[config.mk]
export PLATFORM = sky130hd
export DESIGN_NAME = frac_clk_div
export DESIGN_NICKNAME = d
export VERILOG_FILES = /design/src/rtl/fcd_pkg.sv /design/src/rtl/fcd_ctrl.sv /design/src/rtl/fcd_datapath.sv /design/src/rtl/frac_clk_div.sv
export SDC_FILE = /design/constraint.sdc
export NUM_CORES = 1
export LEC_CHECK = 0
export ABC_AREA = 1
export BUFFER_PORTS_ARGS = -buffer_cell sky130_fd_sc_hd__buf_2
export CORE_MARGIN = 1
export CORE_UTILIZATION = 53
export CTS_BUF_LIST = sky130_fd_sc_hd__clkbuf_8
export CTS_CLUSTER_SIZE = 20
export DETAILED_ROUTE_END_ITERATION = 8
export HOLD_SLACK_MARGIN = 0.15
export PLACE_DENSITY = 0.89
export SLEW_MARGIN = 20
export SYNTH_ARGS = -nofsm -noshare
export SYNTH_HDL_FRONTEND = slang
export SYNTH_SLANG_ARGS = --single-unit
[constraint.sdc]
create_clock -name clkRef -period 3.41 [get_ports clkRef]
set_input_delay 0.5115 -clock clkRef [delete_from_list [all_inputs] [get_ports clkRef]]
set_output_delay 0.5115 -clock clkRef [all_outputs]
set_load 0.05 [all_outputs]
[src/rtl/fcd_pkg.sv]
package fcd_pkg;
  localparam int RATIO_W = 12;
  localparam int CNT_W   = 12;

  localparam int N1_LSB    = 0;
  localparam int N2_LSB    = 12;
  localparam int DUAL_BIT  = 28;
  localparam int OUTEN_BIT = 30;
  localparam int INEN_BIT  = 31;
  localparam int M1_LSB    = 0;
  localparam int M2_LSB    = 12;
  localparam int BYP_BIT   = 24;

  typedef struct packed {
    logic clear;    // enables dropped: hold everything at zero
    logic load;     // a new period starts on this edge
    logic selCur;   // running period uses the second ratio
    logic selNext;  // next period uses the second ratio
  } divStrobe_t;

  typedef enum logic [1:0] {
    MODE_OFF    = 2'd0,
    MODE_SINGLE = 2'd1,
    MODE_DUAL   = 2'd2,
    MODE_BYPASS = 2'd3
  } divMode_t;

  // number of high cycles for a ratio stored as (N - 1)
  function automatic logic [RATIO_W:0] halfPeriod(input logic [RATIO_W-1:0] ratioM1);
    return ({1'b0, ratioM1} + 1'b1) >> 1;
  endfunction
endpackage

[src/rtl/fcd_ctrl.sv]
module fcd_ctrl
  import fcd_pkg::*;
(
  input  logic             clk,
  input  logic             rstN,
  input  logic             enable,
  input  logic             dualCfg,
  input  logic [CNT_W-1:0] rep1Cfg,
  input  logic [CNT_W-1:0] rep2Cfg,
  input  logic             lastCyc,
  output divStrobe_t       strb
);
  logic             running;
  logic             phaseN2, nextPhase;
  logic [CNT_W-1:0] repDone, nextRep, curLimit;

  always_comb begin
    curLimit  = phaseN2 ? rep2Cfg : rep1Cfg;
    nextPhase = phaseN2;
    nextRep   = repDone;
    if (!running) begin
      nextPhase = 1'b0;
      nextRep   = '0;
    end else if (lastCyc) begin
      if (dualCfg) begin
        if (repDone >= curLimit) begin
          nextPhase = ~phaseN2;
          nextRep   = '0;
        end else begin
          nextRep = repDone + 1'b1;
        end
      end else begin
        nextPhase = 1'b0;
        nextRep   = '0;
      end
    end
  end

  always_comb begin
    strb.clear   = ~enable;
    strb.load    = enable & (~running | lastCyc);
    strb.selCur  = phaseN2;
    strb.selNext = nextPhase;
  end

  always_ff @(posedge clk or negedge rstN) begin
    if (!rstN) begin
      running <= 1'b0;
      phaseN2 <= 1'b0;
      repDone <= '0;
    end else if (!enable) begin
      running <= 1'b0;
      phaseN2 <= 1'b0;
      repDone <= '0;
    end else begin
      running <= 1'b1;
      if (strb.load) begin
        phaseN2 <= nextPhase;
        repDone <= nextRep;
      end
    end
  end
endmodule

[src/rtl/fcd_datapath.sv]
module fcd_datapath
  import fcd_pkg::*;
(
  input  logic               clk,
  input  logic               rstN,
  input  logic [RATIO_W-1:0] ratio1Cfg,
  input  logic [RATIO_W-1:0] ratio2Cfg,
  input  logic               dualCfg,
  input  divStrobe_t         strb,
  output logic               lastCyc,
  output logic               divOut,
  output logic               actDual
);
  logic [RATIO_W-1:0] cycCnt;
  logic [RATIO_W-1:0] actRatio1, actRatio2;
  logic [RATIO_W-1:0] curRatio, nextRatio;
  logic [RATIO_W:0]   cntPlusOne;

  assign curRatio   = strb.selCur  ? actRatio2 : actRatio1;
  assign nextRatio  = strb.selNext ? ratio2Cfg : ratio1Cfg;
  assign lastCyc    = (cycCnt == curRatio);
  assign cntPlusOne = {1'b0, cycCnt} + 1'b1;

  always_ff @(posedge clk or negedge rstN) begin
    if (!rstN) begin
      cycCnt    <= '0;
      actRatio1 <= '0;
      actRatio2 <= '0;
      actDual   <= 1'b0;
      divOut    <= 1'b0;
    end else if (strb.clear || strb.load) begin
      cycCnt    <= '0;
      actRatio1 <= ratio1Cfg;
      actRatio2 <= ratio2Cfg;
      actDual   <= dualCfg;
      divOut    <= strb.load && (halfPeriod(nextRatio) != '0);
    end else begin
      cycCnt <= cntPlusOne[RATIO_W-1:0];
      divOut <= (cntPlusOne < halfPeriod(curRatio));
    end
  end
endmodule

[src/rtl/frac_clk_div.sv]
module frac_clk_div
  import fcd_pkg::*;
(
  input  logic        clkRef,
  input  logic        rstN,
  input  logic [31:0] divCfg0,
  input  logic [31:0] divCfg1,
  output logic        clkOut,
  output logic [1:0]  modeStat
);
  logic               enable, bypass, dualCfg;
  logic [RATIO_W-1:0] ratio1Cfg, ratio2Cfg;
  logic [CNT_W-1:0]   rep1Cfg, rep2Cfg;
  logic               lastCyc, divOut, actDual;
  divStrobe_t         strb;
  divMode_t           modeNow;

  assign ratio1Cfg = divCfg0[N1_LSB +: RATIO_W];
  assign ratio2Cfg = divCfg0[N2_LSB +: RATIO_W];
  assign dualCfg   = divCfg0[DUAL_BIT];
  assign enable    = divCfg0[INEN_BIT] & divCfg0[OUTEN_BIT];
  assign rep1Cfg   = divCfg1[M1_LSB +: CNT_W];
  assign rep2Cfg   = divCfg1[M2_LSB +: CNT_W];
  assign bypass    = divCfg1[BYP_BIT];

  fcd_ctrl u_ctrl (
    .clk     (clkRef),
    .rstN    (rstN),
    .enable  (enable),
    .dualCfg (dualCfg),
    .rep1Cfg (rep1Cfg),
    .rep2Cfg (rep2Cfg),
    .lastCyc (lastCyc),
    .strb    (strb)
  );

  fcd_datapath u_dp (
    .clk       (clkRef),
    .rstN      (rstN),
    .ratio1Cfg (ratio1Cfg),
    .ratio2Cfg (ratio2Cfg),
    .dualCfg   (dualCfg),
    .strb      (strb),
    .lastCyc   (lastCyc),
    .divOut    (divOut),
    .actDual   (actDual)
  );

  always_comb begin
    if (!enable)     modeNow = MODE_OFF;
    else if (bypass) modeNow = MODE_BYPASS;
    else if (actDual) modeNow = MODE_DUAL;
    else             modeNow = MODE_SINGLE;
  end

  assign modeStat = modeNow;
  assign clkOut   = enable & (bypass ? clkRef : divOut);
endmodule

==> reports/metrics.csv, run 1 <==
stage,metric,value,unit
power_and_ir_drop,PwrDens,296.6,nW/um^2
global_route,gr usage total,27.83,%
global_route,largest net degree at the start of global routing,31,
layout,final core occ,65.63,%
worst_hold_path,Hold WC Path Type,input pin to flip-flop,
route,DR pass1 iterations,7,
floorplanning,Die Height,89.42,um
synthesis,async set-reset flop share out of synthesis,100.0,%
synthesis,Post-Syn Area per Cell,6.947,sq um
timing,min cycle time layout,3.331,ns
timing,"Setup violations, final",0,
timing,relative slew slack,61.65,%
timing,FMAX,0.3002,GHz
critical_path,CP startpoint,u_ctrl.phaseN2,
route,Avg Vias per Cell,5.491,
synthesis,post-synthesis mux area share,2.719,%
critical_path,CP startpoint kind,flip-flop,
critical_path,FF-to-FF path depth,24,
synthesis,synthesized area,4050,sq um
power_and_ir_drop,Pwr Total,1.427,mW
critical_path,CP Depth,24,
route,DRT iter0 DRCs,418,
floorplanning,Die ar.,7995,sq um
flow_run,Max Cap Viol,0,
floorplanning,total core area,7331,sq um
synthesis,sequential element share of the synthesized area,32.13,%
global_route,global-route wire length before repair,17.03,mm
route,DR DRC count,0,
timing,period utilization,97.70,%
power_and_ir_drop,peak supply drop,260.0,uV
synthesis,area share of the largest cell type after synthesis,32.13,%
critical_path,WP buf/inv,3,
placed_design,dpl cells,737,
critical_path,Critical Path RT,3.74,ns
layout,post-route insts no fill,756,
synthesis,synthesis-stage register bit count,52,
critical_path,cell breakdown of the critical path,"buf_12, mux2i_1, ha_1, nand2_2, inv_2, nand2_1, nand2_1, a21oi_2, nand2_1, nand2_1, nand3_2, nand2_4, buf_4, nand4_1, nand2_1, nand3_1, nor2_1, nand2_1, nand2_1, nand2_1, nor2_2, nand2_1, nand2_1, nand2_1",
route,total number of vias,4151,
critical_path,FF-to-FF setup slack,0.08,ns
critical_path,worst flop-to-flop path startpoint,u_ctrl.phaseN2,
power_and_ir_drop,P_leak,2.466,nW
clocking,CTS tree,yes,
timing,Slew @ Worst Pin,0.5753,ns
layout,NumNets Final,749,
synthesis,largest family of logic cells by synthesized area,simple AND/OR/NAND/NOR gates,
floorplanning,Initial Util,55.25,%
critical_path,worst path arrival time,3.66,ns
clocking,clk slew on worst S/H paths,0.10,ns
critical_path,crit-path leading delay family,simple AND/OR/NAND/NOR gates,
critical_path,Reg-to-Reg End,u_dp.divOut,
critical_path,slowest CP cell,dfrtp_2,
timing,final setup skew,0.008099,ns
critical_path,crit-path max cell delay,0.45,ns
critical_path,CP Capture Point,u_dp.divOut,
synthesis,Post-Synthesis Cells,583,
critical_path,Crit path top cell by count,nand2_1,
synthesis,Synth Area in Adders,8.341,%
critical_path,kind of end point of the critical path,flip-flop,
layout,most frequent cells in the layout,"nand2_1 (212), inv_1 (64), buf_2 (56), dfrtp_1 (51), nor2_1 (47)",
floorplanning,Die W,89.42,um
timing,RSZ-0062 raised after global routing,yes,
layout,Layout area overhead,18.78,%
layout,filler instances,544,
critical_path,crit path max fanout,8,
floorplanning,std cell rows,31,
synthesis,most used flip-flop cell after synthesis,dfrtp_1,
timing,final slew viol count,0,
global_route,vias in the first global route,3931,
synthesis,Yosys top cell by area,dfrtp_1,
synthesis,"top cells by area, synth","dfrtp_1 (32%), nand2_1 (20%), ha_1 (8.3%), inv_1 (6.0%), nor2_1 (4.5%)",
critical_path,Setup CP Type,flip-flop to flip-flop,
global_route,gr ovfl total,0,
synthesis,Synth Area in Simple Gates,35.87,%
route,ANT nets after route,0,
layout,total area of multi-input combinational cells,2451,sq um
route,DR WL/cell,14.11,um
synthesis,"EDFF count, synth",0,
timing,Final Hold Fails,0,
layout,Sequential cell area,1303,sq um
synthesis,Synth Area in XOR/XNOR,5.592,%
synthesis,Syn. warnings,0,
floorplanning,io pins,69,
placed_design,RePlAce Congestion,0.8950,
global_route,initial antenna violation count,0,
route,drt total wl,10.67,mm
layout,share of layout cells above drive strength 1,19.33,%
synthesis,Compound-Gate Fraction of Synth Area,6.796,%
run_status,status,finished clean,
placed_design,Port Buf Inserts,56,
clocking,clk_lat worst skew,0.42,ns
synthesis,library cells used by synthesis,40,
synthesis,Synthesized Nets,676,
placed_design,DP HPWL,7.517,mm
layout,"most common cell after layout, fill and taps aside",nand2_1,
layout,ant diodes,0,
## flip-flops by register name, indices dropped and copies added (netlist names)
register and count:
u_ctrl.repDone 12, u_dp.actRatio1 12, u_dp.actRatio2 12, u_dp.cycCnt 12
u_ctrl.phaseN2 1, u_ctrl.running 1, u_dp.actDual 1, u_dp.divOut 1
## metal layers
| metal | global-route usage (%) | vias to the layer above | part of all wire, % |
|---|---|---|---|
| met4 | 12.55 | 0 | 2.7 |
| met1 | 34.13 | 1918 | 40 |
| met2 | 47.47 | 205 | 50 |
| li1 | - | 1994 | - |
| met3 | 5.448 | 34 | 7.1 |
| met5 | 0 | - | 0 |
## worst register-to-register path, cell delays in order (launching register included)
cell     delay, ns
dfrtp_2       0.45
buf_12        0.15
mux2i_1       0.22
ha_1          0.29
nand2_2       0.11
inv_2         0.04
nand2_1       0.05
nand2_1       0.06
a21oi_2       0.17
nand2_1       0.11
nand2_1       0.09
nand3_2       0.10
nand2_4       0.11
buf_4         0.16
nand4_1       0.10
nand2_1       0.17
nand3_1       0.20
nor2_1        0.20
nand2_1       0.08
nand2_1       0.08
nand2_1       0.06
nor2_2        0.08
nand2_1       0.07
nand2_1       0.06
nand2_1       0.04
## power by group
group	switching [mW]	leakage [nW]	internal, mW	total, mW
sequential	0.0175	0.667	0.638	0.656
combinational	0.135	1.71	0.0832	0.218
clock	0.249	0.0910	0.304	0.553
total	0.402	2.47	1.03	1.43
## synth_stat cells (all sizes together) (2+ instances only)
cell	number
a21oi	14
xor2	21
nor2	53
buf	4
nor3	9
o21ai	17
clkbuf	9
o32ai	2
ha	27
xnor2	4
nand3	26
dfrtp	52
nand2	234
inv	67
nor4	2
nand4	13
o22ai	7
clkinv	2
mux2i	11
## what timing repair did
| item | CTS | global route |
|---|---|---|
| buffers inserted | 0 | 5 |
| endpoints found under the hold margin | 22 | 0 |
| hold buffers | 1 | 0 |
| pin swaps | 0 | 10 |
| setup endpoints to repair | 1 | 1 |
| gates resized for setup | 2 | 14 |
| gates cloned | 0 | 2 |
## how the worst min path moves through the flow
stage,startpoint,endpoint,depth (start not counted)
after global placement,u_dp.actRatio1[7],u_dp.actRatio1[7],2
final,divCfg0[5],u_dp.actRatio1[5],3
after CTS,divCfg0[6],u_dp.actRatio1[6],3
after detailed placement,u_dp.actRatio1[7],u_dp.actRatio1[7],2
after global routing,divCfg0[20],u_dp.actRatio2[8],3
after floorplan,rstN,u_ctrl.phaseN2,0
## layout make-up
cell class / instances / area share [%]
sequential: 52 / 27.07
clock buffer: 9 / 2.393
inverter: 69 / 5.488
multi-input combinational: 449 / 50.95
tap: 99 / 2.575
clock inverter: 3 / 1.040
timing repair buffer: 75 / 10.48
## kinds of logic (layout without fill, tap and decap cells)
logic type	after synthesis	in the layout
muxes	11	11
DFF	52	52
xor gates and xnor gates	25	25
AOI/OAI and AO/OA	47	47
buffers and inverters	82	156
and+or+nand+nor	339	339
adders and majority gates	27	27
## metrics by stage
step / hold slack (ns) / setup slack (ns) / TNS [ns] / cell area [sq um]
finish: 0.3128 / 0.07858 / 0 / 4811
global route: 0.3080 / -0.1889 / -0.1889 / 4811
CTS: 0.3023 / 0.04956 / 0 / 4677
detailed placement: 0.4652 / -0.01399 / -0.01399 / 4499
global placement: 0.4630 / 0.1580 / 0 / 4479
floorplan: 0.2159 / 0.1697 / 0 / 4051
Power figures use the tool's default switching activity.
==> inputs of run 2 (changes only) <==
--- a/config.mk
+++ b/config.mk
@@ -9,7 +9,7 @@
 export BUFFER_PORTS_ARGS = -buffer_cell sky130_fd_sc_hd__buf_2
 export CORE_MARGIN = 1
 export CORE_UTILIZATION = 53
-export CTS_BUF_LIST = sky130_fd_sc_hd__clkbuf_8
+export CTS_BUF_LIST = sky130_fd_sc_hd__clkbuf_4
 export CTS_CLUSTER_SIZE = 20
 export DETAILED_ROUTE_END_ITERATION = 8
 export HOLD_SLACK_MARGIN = 0.15
==> reports/metrics.csv, run 2 (synthesis results as in run 1) <==
stage,metric,value,unit
critical_path,worst path arrival time,3.77,ns
critical_path,Reg-to-Reg End,u_dp.divOut,
placed_design,dpl cell area,4499,sq um
global_route,initial antenna violation count,0,
timing,period utilization,98.44,%
flow_run,Max Cap Viol,0,
floorplanning,Initial Util,55.25,%
placed_design,Port Buf Inserts,56,
timing,FMAX,0.2979,GHz
worst_hold_path,Hold WC Path Type,input pin to flip-flop,
timing,setup ws final,0.05331,ns
floorplanning,io pins,69,
critical_path,Setup CP Type,flip-flop to flip-flop,
placed_design,DP HPWL,7.517,mm
clocking,clk_lat worst skew,0.50,ns
worst_hold_path,Hold Crit Start,divCfg0[4],
layout,"most common cell after layout, fill and taps aside",nand2_1,
global_route,largest net degree at the start of global routing,31,
route,DR WL/cell,14.10,um
floorplanning,total core area,7331,sq um
route,Avg Vias per Cell,5.476,
floorplanning,Die W,89.42,um
floorplanning,Die Height,89.42,um
floorplanning,Die ar.,7995,sq um
run_status,status,finished clean,
global_route,gr ovfl total,0,
global_route,vias in the first global route,3890,
timing,Slew @ Worst Pin,0.5660,ns
critical_path,crit path max fanout,8,
layout,filler instances,556,
timing,RSZ-0062 raised after global routing,yes,
critical_path,FF-to-FF setup slack,0.05,ns
power_and_ir_drop,P_leak,2.444,nW
layout,ant diodes,0,
timing,Total Neg Setup Slack,0,ns
route,DR pass1 iterations,7,
layout,most frequent cells in the layout,"nand2_1 (212), inv_1 (63), buf_2 (56), dfrtp_1 (51), nor2_1 (47)",
timing,final setup skew,0.009209,ns
floorplanning,std cell rows,31,
global_route,gr usage total,27.16,%
clocking,CTS tree,yes,
route,DR DRC count,0,
timing,smallest hold slack,0.2179,ns
timing,min cycle time layout,3.357,ns
power_and_ir_drop,peak supply drop,227.3,uV
critical_path,kind of end point of the critical path,flip-flop,
timing,relative slew slack,62.27,%
critical_path,CP startpoint kind,flip-flop,
timing,"Setup violations, final",0,
route,ANT nets after route,0,
worst_hold_path,hold endpoint,u_dp.actRatio1[4],
timing,final slew viol count,0,
critical_path,FF-to-FF path depth,24,
critical_path,worst flop-to-flop path startpoint,u_ctrl.phaseN2,
layout,share of layout cells above drive strength 1,19.48,%
route,DRT iter0 DRCs,487,
power_and_ir_drop,Pwr Total,1.322,mW
worst_hold_path,hold-critical path depth,3,
power_and_ir_drop,PwrDens,277.3,nW/um^2
timing,Final Hold Fails,0,
critical_path,Critical Path RT,3.83,ns
placed_design,RePlAce Congestion,0.8950,
clocking,clk slew on worst S/H paths,0.17,ns
layout,NumNets Final,749,
global_route,global-route wire length before repair,16.68,mm
placed_design,dpl ws,-0.01399,ns
layout,fin area,4766,sq um
layout,Layout area overhead,17.67,%
route,total number of vias,4140,
route,drt total wl,10.66,mm
-- run 2: cell counts in the layout (fill, tap and decap cells not counted) --
No cell type changed its count.
-- run 2: stage by stage --
stage | instances | utilization [%]
global placement | 736 | 61.10
global route | 756 | 65.01
floorplan | 583 | -
CTS | 749 | 63.12
finish | 756 | 65.01
detailed placement | 737 | 61.38
-- run 2: final cells by class --
| cell class | count | area (sq um) | share of cell area (%) |
|---|---|---|---|
| Clock inverter | 3 | 50.05 | 1.050 |
| Inverter | 69 | 264.0 | 5.540 |
| Tap cell | 99 | 123.9 | 2.599 |
| Clock buffer | 9 | 65.06 | 1.365 |
| Timing Repair Buffer | 75 | 504.2 | 10.58 |
| Sequential cell | 52 | 1303 | 27.33 |
| Multi-Input combinational cell | 449 | 2456 | 51.54 |
-- run 2: power breakdown --
part	internal, mW	switching [mW]	total [mW]	leakage [nW]
registers	0.639	0.0169	0.656	0.667
clock network	0.204	0.242	0.447	0.0703
logic	0.0837	0.136	0.219	1.71
total	0.927	0.395	1.32	2.44
-- run 2: critical path, stage by stage (launching register included) --
cell	delay, ns
dfrtp_2	0.47
buf_12	0.15
mux2i_1	0.22
ha_1	0.29
nand2_2	0.12
inv_2	0.04
nand2_1	0.05
nand2_1	0.06
a21oi_2	0.17
nand2_1	0.10
nand2_1	0.09
nand3_2	0.10
nand2_4	0.11
buf_4	0.16
nand4_1	0.10
nand2_1	0.17
nand3_1	0.20
nor2_1	0.19
nand2_1	0.08
nand2_1	0.08
nand2_1	0.06
nor2_2	0.08
nand2_1	0.07
nand2_1	0.06
nand2_1	0.04
-- run 2: worst max-delay path by stage --
stage                               from     endpoint  slack [ns]
after CTS                 u_ctrl.phaseN2  u_dp.divOut        0.05
after global routing      u_ctrl.phaseN2  u_dp.divOut       -0.18
after global placement    u_ctrl.phaseN2  u_dp.divOut        0.16
final                     u_ctrl.phaseN2  u_dp.divOut        0.05
after detailed placement  u_ctrl.phaseN2  u_dp.divOut       -0.01
after floorplan           u_ctrl.phaseN2  u_dp.divOut        0.17
-- run 2: layer usage --
layer  GRT usage, %  routed length [um]  vias to the layer above
met2          45.25                5292                      211
met3          5.725                 764                       38
met1          33.78                4258                     1892
met5              0                   0                        -
li1               -                   -                     1999
met4          12.70                 344                        0
-- run 2: repair_timing --
item / in CTS / in global routing
hold buffers: 1 / 0
pin swaps: 0 / 15
setup endpoints to repair: 1 / 1
gates cloned: 0 / 2
resized for setup: 2 / 16
buffers inserted: 0 / 5
hold endpoints to repair: 22 / 0
==> inputs of run 3 (changes only) <==
--- a/config.mk
+++ b/config.mk
@@ -8,12 +8,11 @@
 export ABC_AREA = 1
 export BUFFER_PORTS_ARGS = -buffer_cell sky130_fd_sc_hd__buf_2
 export CORE_MARGIN = 1
-export CORE_UTILIZATION = 53
-export CTS_BUF_LIST = sky130_fd_sc_hd__clkbuf_4
+export CORE_UTILIZATION = 52
 export CTS_CLUSTER_SIZE = 20
 export DETAILED_ROUTE_END_ITERATION = 8
 export HOLD_SLACK_MARGIN = 0.15
-export PLACE_DENSITY = 0.89
+export PLACE_DENSITY = 0.88
 export SLEW_MARGIN = 20
 export SYNTH_ARGS = -nofsm -noshare
 export SYNTH_HDL_FRONTEND = slang
==> reports/metrics.csv, run 3 (synthesis results as in run 1) <==
stage,metric,value,unit
power_and_ir_drop,Net Sw Power,0.3885,mW
placed_design,Port Buf Inserts,56,
run_status,status,"complete, but fails checks",
layout,most frequent cells in the layout,"nand2_1 (208), inv_1 (65), buf_2 (56), dfrtp_1 (51), nor2_1 (47)",
layout,Layout area overhead,19.77,%
timing,relative slew slack,51.33,%
global_route,largest net degree at the start of global routing,34,
floorplanning,total core area,7408,sq um
timing,final setup skew,0.007585,ns
route,DR pass1 iterations,5,
timing,final slew viol count,0,
route,Avg Vias per Cell,5.432,
critical_path,worst flop-to-flop path startpoint,u_ctrl.phaseN2,
clocking,CTS Hold Bufs,0,
flow_run,Max Cap Viol,0,
critical_path,crit path max fanout,7,
global_route,vias in the first global route,3783,
floorplanning,Die W,90.26,um
placed_design,DP HPWL,7.257,mm
layout,post-route insts no fill,760,
timing,FMAX,0.2853,GHz
floorplanning,Initial Util,54.67,%
route,DR DRC count,0,
timing,RSZ-0062 raised after global routing,yes,
layout,ant diodes,0,
clocking,clk slew on worst S/H paths,0.10,ns
power_and_ir_drop,Sequential Power Share,45.9,%
layout,"most common cell after layout, fill and taps aside",nand2_1,
layout,final core occ,65.48,%
power_and_ir_drop,Switching Fraction,27.22,%
placed_design,RePlAce Congestion,0.8648,
critical_path,Reg-to-Reg End,u_dp.divOut,
placed_design,dpl cells,737,
critical_path,Setup CP Type,flip-flop to flip-flop,
power_and_ir_drop,PwrDens,294.2,nW/um^2
critical_path,kind of end point of the critical path,flip-flop,
timing,Total Neg Setup Slack,-0.09506,ns
layout,share of layout cells above drive strength 1,20.88,%
worst_hold_path,Hold WC Path Type,input pin to asynchronous set/reset pin,
floorplanning,io pins,69,
floorplanning,std cell rows,31,
timing,setup ws final,-0.09506,ns
clocking,CTS tree,yes,
route,DRT iter0 DRCs,325,
timing,period utilization,102.8,%
route,DR WL/cell,13.64,um
layout,NumNets Final,753,
critical_path,CP startpoint kind,flip-flop,
critical_path,FF-to-FF path depth,26,
power_and_ir_drop,Internal Power,1.039,mW
clocking,clk_lat worst skew,0.42,ns
critical_path,FF-to-FF setup slack,-0.1,ns
power_and_ir_drop,Gate power share,15.0,%
global_route,gr usage total,24.33,%
global_route,gr ovfl total,0,
power_and_ir_drop,clock group share of total power,39.1,%
power_and_ir_drop,peak supply drop,321.2,uV
placed_design,dpl cell area,4487,sq um
floorplanning,Die ar.,8146,sq um
layout,fin area,4851,sq um
timing,min cycle time layout,3.505,ns
timing,"Setup violations, final",1,
route,drt total wl,10.37,mm
global_route,initial antenna violation count,0,
timing,Final Hold Fails,0,
timing,Slew @ Worst Pin,0.7301,ns
run_status,failing checks,setup timing,
power_and_ir_drop,P_leak,2.491,nW
global_route,global-route wire length before repair,16.27,mm
route,ANT nets after route,0,
floorplanning,Die Height,90.26,um
critical_path,Critical Path RT,3.73,ns
timing,smallest hold slack,0.1439,ns
critical_path,worst path arrival time,3.83,ns
route,total number of vias,4128,
run 3: area by class of cell:
class / count / area [sq um]
clock buffer: 10 / 128.9
clock inverter: 2 / 38.79
sequential: 52 / 1303
tap: 99 / 123.9
fill: 538 / 2557
inverter: 69 / 264.0
timing repair buffer: 79 / 518.0
multi-input combinational: 449 / 2475
run 3: what timing repair did:
action                     CTS  global route
resized for setup            1            22
gates cloned                 0             1
pin swaps                    0            13
setup buffers                0            11
setup endpoints to repair    1             1
run 3: routing by layer:
layer	GRT usage [%]	share of wire, %	up-vias
met2	40.90	49	174
met3	5.471	6.3	28
li1	-	-	2013
met5	0	0	-
met4	8.737	2.2	0
met1	30.67	42	1913
run 3: worst max-delay path by stage:
stage	to	cells after the start	slack [ns]	startpoint
6_report	u_dp.divOut	26	-0.1	u_ctrl.phaseN2
5_1_grt	u_dp.divOut	23	-0.21	u_ctrl.phaseN2
4_1_cts	u_dp.divOut	25	0.05	u_ctrl.phaseN2
3_5_place_dp	u_dp.divOut	26	-0.01	divCfg1[22]
3_3_place_gp	u_dp.divOut	26	0.07	divCfg1[23]
2_1_floorplan	u_dp.divOut	28	0.17	u_ctrl.phaseN2
run 3: critical path: stages, from the launching register on:
cell and delay, ns:
dfrtp_2 0.43, buf_12 0.15, mux2i_2 0.23, ha_1 0.28
nand2_1 0.08, nand2_1 0.05, nand2_1 0.06, nand2_1 0.09
a21oi_2 0.23, buf_4 0.15, nand3_2 0.06, nand3_2 0.10
nand2_4 0.09, buf_4 0.15, nand4_1 0.08, nand2_2 0.10
ha_4 0.24, inv_1 0.07, o211ai_1 0.12, nor2_1 0.12
nand2_1 0.06, nor2_1 0.10, nand2_1 0.06, nor2_1 0.12
nand2_1 0.08, nand2_1 0.06, nand2_1 0.04
run 3: per-stage QoR:
step	power [mW]	worst slack, ns
floorplan	0.7953	0.1697
global placement	0.8685	0.07267
detailed placement	0.8789	-0.01421
CTS	1.418	0.04536
global route	1.492	-0.2065
finish	1.427	-0.09506
run 3: power by group through the flow:
stage / Sequential, mW / Combinational [mW] / Clock (mW)
global route: 0.658 / 0.243 / 0.591
CTS: 0.654 / 0.203 / 0.560
global placement: 0.665 / 0.192 / 0.0115
floorplan: 0.660 / 0.125 / 0.0100
finish: 0.655 / 0.215 / 0.558
detailed placement: 0.666 / 0.202 / 0.0115
